### config.mk
export PLATFORM = sky130hd
export DESIGN_NAME = sqf_front
export DESIGN_NICKNAME = d
export VERILOG_FILES = /design/src/rtl/sqf_front.sv
export SDC_FILE = /design/constraint.sdc
export NUM_CORES = 1
export LEC_CHECK = 0
export BUFFER_PORTS_ARGS = -buffer_cell sky130_fd_sc_hd__buf_2
export CAP_MARGIN = 20
export CORE_MARGIN = 2
export CORE_UTILIZATION = 45
export DETAILED_ROUTE_END_ITERATION = 10
export PLACE_DENSITY = 0.71
export SETUP_SLACK_MARGIN = 0.02
export SYNTH_ARGS = -nofsm -noshare
export SYNTH_HDL_FRONTEND = slang
export SYNTH_SLANG_ARGS = --single-unit
### constraint.sdc
create_clock -name clk -period 2.62 [get_ports clk]
set_input_delay 0.524 -clock clk [delete_from_list [all_inputs] [get_ports clk]]
set_output_delay 0.524 -clock clk [all_outputs]
set_load 0.05 [all_outputs]
### src/rtl/sqf_front.sv
module sqf_front #(
  parameter int ADDR_BYTES = 3,
  parameter int SYNC       = 2
) (
  input  logic                    clk,
  input  logic                    rst_n,
  input  logic                    sck,
  input  logic                    cs_n,
  input  logic [3:0]              io_in,
  output logic                    qpi_mode,
  output logic                    opc_vld,
  output logic [7:0]              opcode,
  output logic                    addr_vld,
  output logic [8*ADDR_BYTES-1:0] addr,
  output logic                    dat_vld,
  output logic [7:0]              dat,
  output logic                    frame_end,
  output logic                    soft_rst
);
  localparam int AW = 8*ADDR_BYTES;
  localparam int CW = $clog2(ADDR_BYTES+1);

  typedef enum logic [1:0] {PH_OPC, PH_ADDR, PH_DATA} phase_t;

  logic [5:0]    pipe [SYNC];
  logic          sck_d, cs_d;
  logic [3:0]    cnt;
  logic [7:0]    sh;
  logic [CW-1:0] acnt;
  logic          armed;
  phase_t        phase;

  wire       sck_s = pipe[SYNC-1][4];
  wire       cs_s  = pipe[SYNC-1][5];
  wire [3:0] io_s  = pipe[SYNC-1][3:0];

  wire       rise    = sck_s & ~sck_d & ~cs_s;
  wire       cs_up   = cs_s & ~cs_d;
  wire [3:0] step    = qpi_mode ? 4'd4 : 4'd1;
  wire [3:0] nxt_cnt = cnt + step;
  wire [7:0] nxt_sh  = qpi_mode ? {sh[3:0], io_s} : {sh[6:0], io_s[0]};
  wire       done    = rise && (nxt_cnt == 4'd8);

  function automatic logic takes_addr(input logic [7:0] op);
    case (op)
      8'h02, 8'h03, 8'h0B, 8'h20, 8'h3B, 8'h52, 8'h5A,
      8'h62, 8'h64, 8'h68, 8'h6B, 8'hD7, 8'hD8: return 1'b1;
      default: return 1'b0;
    endcase
  endfunction

  always_ff @(posedge clk or negedge rst_n) begin
    if (!rst_n) begin
      for (int i = 0; i < SYNC; i++) pipe[i] <= 6'b100000;
      sck_d <= 1'b0;
      cs_d  <= 1'b1;
    end else begin
      pipe[0] <= {cs_n, sck, io_in};
      for (int i = 1; i < SYNC; i++) pipe[i] <= pipe[i-1];
      sck_d <= sck_s;
      cs_d  <= cs_s;
    end
  end

  always_ff @(posedge clk or negedge rst_n) begin
    if (!rst_n) begin
      cnt       <= '0;
      sh        <= '0;
      acnt      <= '0;
      armed     <= 1'b0;
      phase     <= PH_OPC;
      qpi_mode  <= 1'b0;
      opc_vld   <= 1'b0;
      opcode    <= '0;
      addr_vld  <= 1'b0;
      addr      <= '0;
      dat_vld   <= 1'b0;
      dat       <= '0;
      frame_end <= 1'b0;
      soft_rst  <= 1'b0;
    end else begin
      opc_vld   <= 1'b0;
      addr_vld  <= 1'b0;
      dat_vld   <= 1'b0;
      soft_rst  <= 1'b0;
      frame_end <= cs_up;
      if (cs_s) begin
        cnt   <= '0;
        acnt  <= '0;
        phase <= PH_OPC;
      end else if (rise) begin
        sh  <= nxt_sh;
        cnt <= done ? 4'd0 : nxt_cnt;
        if (done) begin
          case (phase)
            PH_OPC: begin
              opcode  <= nxt_sh;
              opc_vld <= 1'b1;
              armed   <= (nxt_sh == 8'h66);
              if (armed && nxt_sh == 8'h99) begin
                qpi_mode <= 1'b0;
                soft_rst <= 1'b1;
              end else if (nxt_sh == 8'h35 && !qpi_mode) begin
                qpi_mode <= 1'b1;
              end else if (nxt_sh == 8'hF5 && qpi_mode) begin
                qpi_mode <= 1'b0;
              end
              acnt  <= '0;
              phase <= takes_addr(nxt_sh) ? PH_ADDR : PH_DATA;
            end
            PH_ADDR: begin
              addr <= AW'({addr, nxt_sh});
              acnt <= acnt + 1'b1;
              if (acnt == CW'(ADDR_BYTES-1)) begin
                addr_vld <= 1'b1;
                phase    <= PH_DATA;
              end
            end
            default: begin
              dat     <= nxt_sh;
              dat_vld <= 1'b1;
            end
          endcase
        end
      end
    end
  end

  assert_qpi_enter_R3: assert property (@(posedge clk) disable iff (!rst_n)
    (opc_vld && opcode == 8'h35 && !soft_rst) |-> qpi_mode);

  assert_qpi_exit_R3: assert property (@(posedge clk) disable iff (!rst_n)
    (opc_vld && opcode == 8'hF5) |-> !qpi_mode);

  assert_mode_only_on_opcode_R4: assert property (@(posedge clk) disable iff (!rst_n)
    !$stable(qpi_mode) |-> opc_vld);

  assert_soft_reset_spi_R5: assert property (@(posedge clk) disable iff (!rst_n)
    soft_rst |-> (!qpi_mode && opc_vld && opcode == 8'h99));

  assert_deselect_quiet_R7: assert property (@(posedge clk) disable iff (!rst_n)
    $past(cs_s) |-> !(opc_vld || addr_vld || dat_vld));

  assert_frame_clears_bits_R7: assert property (@(posedge clk) disable iff (!rst_n)
    frame_end |-> (cnt == 4'd0 && phase == PH_OPC));

  assert_one_strobe_R8: assert property (@(posedge clk) disable iff (!rst_n)
    $onehot0({opc_vld, addr_vld, dat_vld}));
endmodule

==> impl_metrics.json <==
{
  "status": "completed",
  "cts_sinks": 76,
  "fin_area_um2": 3920,
  "grt_pass1_wl_mm": 10.2,
  "ioPinCount": 54,
  "yosys.cell_types.count": 52,
  "portBuffers": 53,
  "peakVddDrop_mv": 0.341,
  "critPathKind": "register to register",
  "h-tree-depth": 3,
  "cap_violations": 0,
  "grt_max_degree": 77,
  "dp_hpwl_mm": 4.31,
  "multiInputGateArea_um2": 1280,
  "syn_inst": 284,
  "grt_pass1_vias": 2091,
  "synth_top_area_share_pct": 56.3,
  "antenna_cells": 0,
  "track_usage_pct": 17.3,
  "wire_per_inst_um": 14.2,
  "synth_edf_count": 0,
  "vias": 2284,
  "cts_made_buffers": 9,
  "cts_setup_buffers": 0,
  "hold_class": "input pin to register",
  "drt_first_iter_violations": 134,
  "yosys_warnings": 0,
  "tns_ns": 0,
  "fin_util_pct": 56.8,
  "regArea_um2": 1910,
  "critPathLaunchType": "register",
  "yosys-mux-area-fraction_pct": 10.2,
  "detail-route-antenna-nets": 0,
  "clock_latency_ns": 0.36,
  "final_cells": 444,
  "p_int_mw": 1.90,
  "die_w_um": 88.9,
  "root_buffer": "clkbuf_8",
  "synth-xor-area-share_pct": 1.62,
  "wl_mm": 6.33,
  "synth_area_leaders": "dfrtp_1 (56%), mux2_1 (6.2%), a21oi_1 (3.2%)",
  "ys_seq_area_share_pct": 58.7,
  "final_nets": 355,
  "placed_area_um2": 3700,
  "arrival_ns": 2.67,
  "critical_path.max_fanout": 31,
  "clock_path_buffers": 2,
  "hold_buffers": 0,
  "cts_tree": "done",
  "p_leak_nw": 1.95,
  "dp.cells": 428,
  "period_minus_slack_ns": 2.43,
  "initial_utilization_pct": 47.0,
  "synth_area_per_cell_um2": 11.4,
  "synth_simple_gate_area_share_pct": 14.8,
  "worst-slew-pin-transition_ns": 0.943,
  "die_h_um": 88.9,
  "setup.worst_path.start": "qpi_mode$_DFFE_PN0P_",
  "antenna_found_initial": 0,
  "fill_cells": 619,
  "drc": 0,
  "routed_via_density": 5.14,
  "synth_nets": 296,
  "cp-end-kind": "register",
  "synth_compound_area_share_pct": 9.98,
  "yosys.area.top_type": "dfrtp_1",
  "ys_ff_latch": 76,
  "min_period_over_period_pct": 92.9,
  "firstDrtPassIters": 4,
  "swShare_pct": 26.0,
  "ctsResizeCount": 0,
  "power_mw": 2.57,
  "clk_pin_slew_ns": 0.08,
  "timing.slew.headroom_pct": 37.1,
  "setup_viol": 0,
  "combPwrFrac_pct": 11.2,
  "hp-start": "cs_n",
  "synth_top_family_by_area": "simple AND/OR/NAND/NOR gates",
  "die_area_um2": 7910,
  "netlist_area_um2": 3250,
  "fmax_mhz": 411,
  "seqPwrFrac_pct": 50.0,
  "rr_startpoint": "qpi_mode$_DFFE_PN0P_",
  "setup_ws_ns": 0.186,
  "rrSetupSlack_ns": 0.19,
  "crit_required_ns": 2.86,
  "grt_overflow_total": 0,
  "finalMaxSlewViolations": 0,
  "p_per_area_nw_per_um2": 654,
  "postSynth.asyncResetShare_pct": 100,
  "synthAdderAreaFrac_pct": 1.54,
  "rsz0062_at_grt": "no",
  "final.setup_skew_ns": 0.0100,
  "post-place-ws_ns": 0.169,
  "synth-main-ff-cell": "dfrtp_1",
  "area_delta_synth_final_pct": 20.8,
  "rows": 30,
  "final_common_cell": "dfrtp_1",
  "pwr-share-clk_pct": 38.8,
  "hold_viol_final": 0,
  "core-area_um2": 6910,
  "holdWs_ns": 0.261,
  "p_sw_mw": 0.667,
  "place_congestion": 0.824,
  "mostFrequentLayoutCells": "dfrtp_1 (72), buf_2 (52), nor2_1 (27)",
  "final_layout_size_suffix_gt1_share_pct": 29.0
}
-- critical path, cell delays in order (launching register included) --
cell	delay [ns]
dfrtp_2	0.45
ha_1	0.36
a31oi_1	0.31
xor2_1	0.37
nor4b_4	0.09
nand2_2	0.06
buf_4	0.32
mux2_1	0.36
-- power by group through the flow --
stage / combinational, mW / sequential, mW / clock, mW
after floorplan: 0.206 / 1.26 / 0
after global placement: 0.283 / 1.30 / 0
after detailed placement: 0.287 / 1.30 / 0
after CTS: 0.288 / 1.28 / 1.02
after global routing: 0.322 / 1.29 / 1.08
final: 0.287 / 1.28 / 0.997
-- worst paths after layout --
kind / end / cells after the start
hold reg to reg: io_s[3]$_DFF_PN0_ / 0
max in group asynchronous: qpi_mode$_DFFE_PN0P_ / 1
setup / recovery: addr[20]$_DFFE_PN0P_ / 7
hold / removal: pipe[11]$_DFF_PN1_ / 1
min in group asynchronous: addr[12]$_DFFE_PN0P_ / 1
setup reg to reg: addr[20]$_DFFE_PN0P_ / 7
-- cells by family after synthesis --
| family | Yosys count |
|---|---|
| xor gates and xnor gates | 6 |
| buffers and inverters | 24 |
| DFF | 76 |
| and+or+nand+nor | 90 |
| muxes | 29 |
| adders and majority gates | 4 |
| AOI/OAI and AO/OA | 55 |
-- routing by layer --
layer | part of all wire (%) | global-route usage (%) | vias up | wire, µm
li1 | - | - | 1107 | -
met1 | 48 | 23.2 | 1088 | 3020
met2 | 43 | 25.3 | 74 | 2710
met3 | 7.0 | 5.08 | 15 | 443
met4 | 2.3 | 9.36 | 0 | 147
met5 | 0 | 0 | - | 0
-- flip-flops by register name (all words and copies together) (netlist names) --
name	flops
armed	1
opcode	8
dat	8
qpi_mode	1
addr_vld	1
cnt	4
sck_d	1
acnt	2
frame_end	1
cs_s	1
io_s	4
pipe	7
dat_vld	1
sh	7
soft_rst	1
opc_vld	1
addr	24
cs_d	1
phase	2
-- cell usage after synthesis, types with 5 or more instances --
| library cell | n |
|---|---|
| a21oi_1 | 21 |
| buf_2 | 6 |
| inv_1 | 5 |
| nor2_1 | 28 |
| clkbuf_1 | 7 |
| dfrtp_1 | 73 |
| o21ai_1 | 15 |
| mux2_1 | 18 |
| nand2_1 | 24 |
| mux2i_1 | 8 |
| nand2b_1 | 8 |
-- area by class of cell --
type	instances	share of cell area, %
inverter	7	0.734
clock inverter	5	2.17
timing repair buffer	65	9.12
multi-input combinational	184	32.7
clock buffer	11	3.60
tap	96	3.06
sequential	76	48.6
Note: power is estimated with default switching activity, not from simulation.
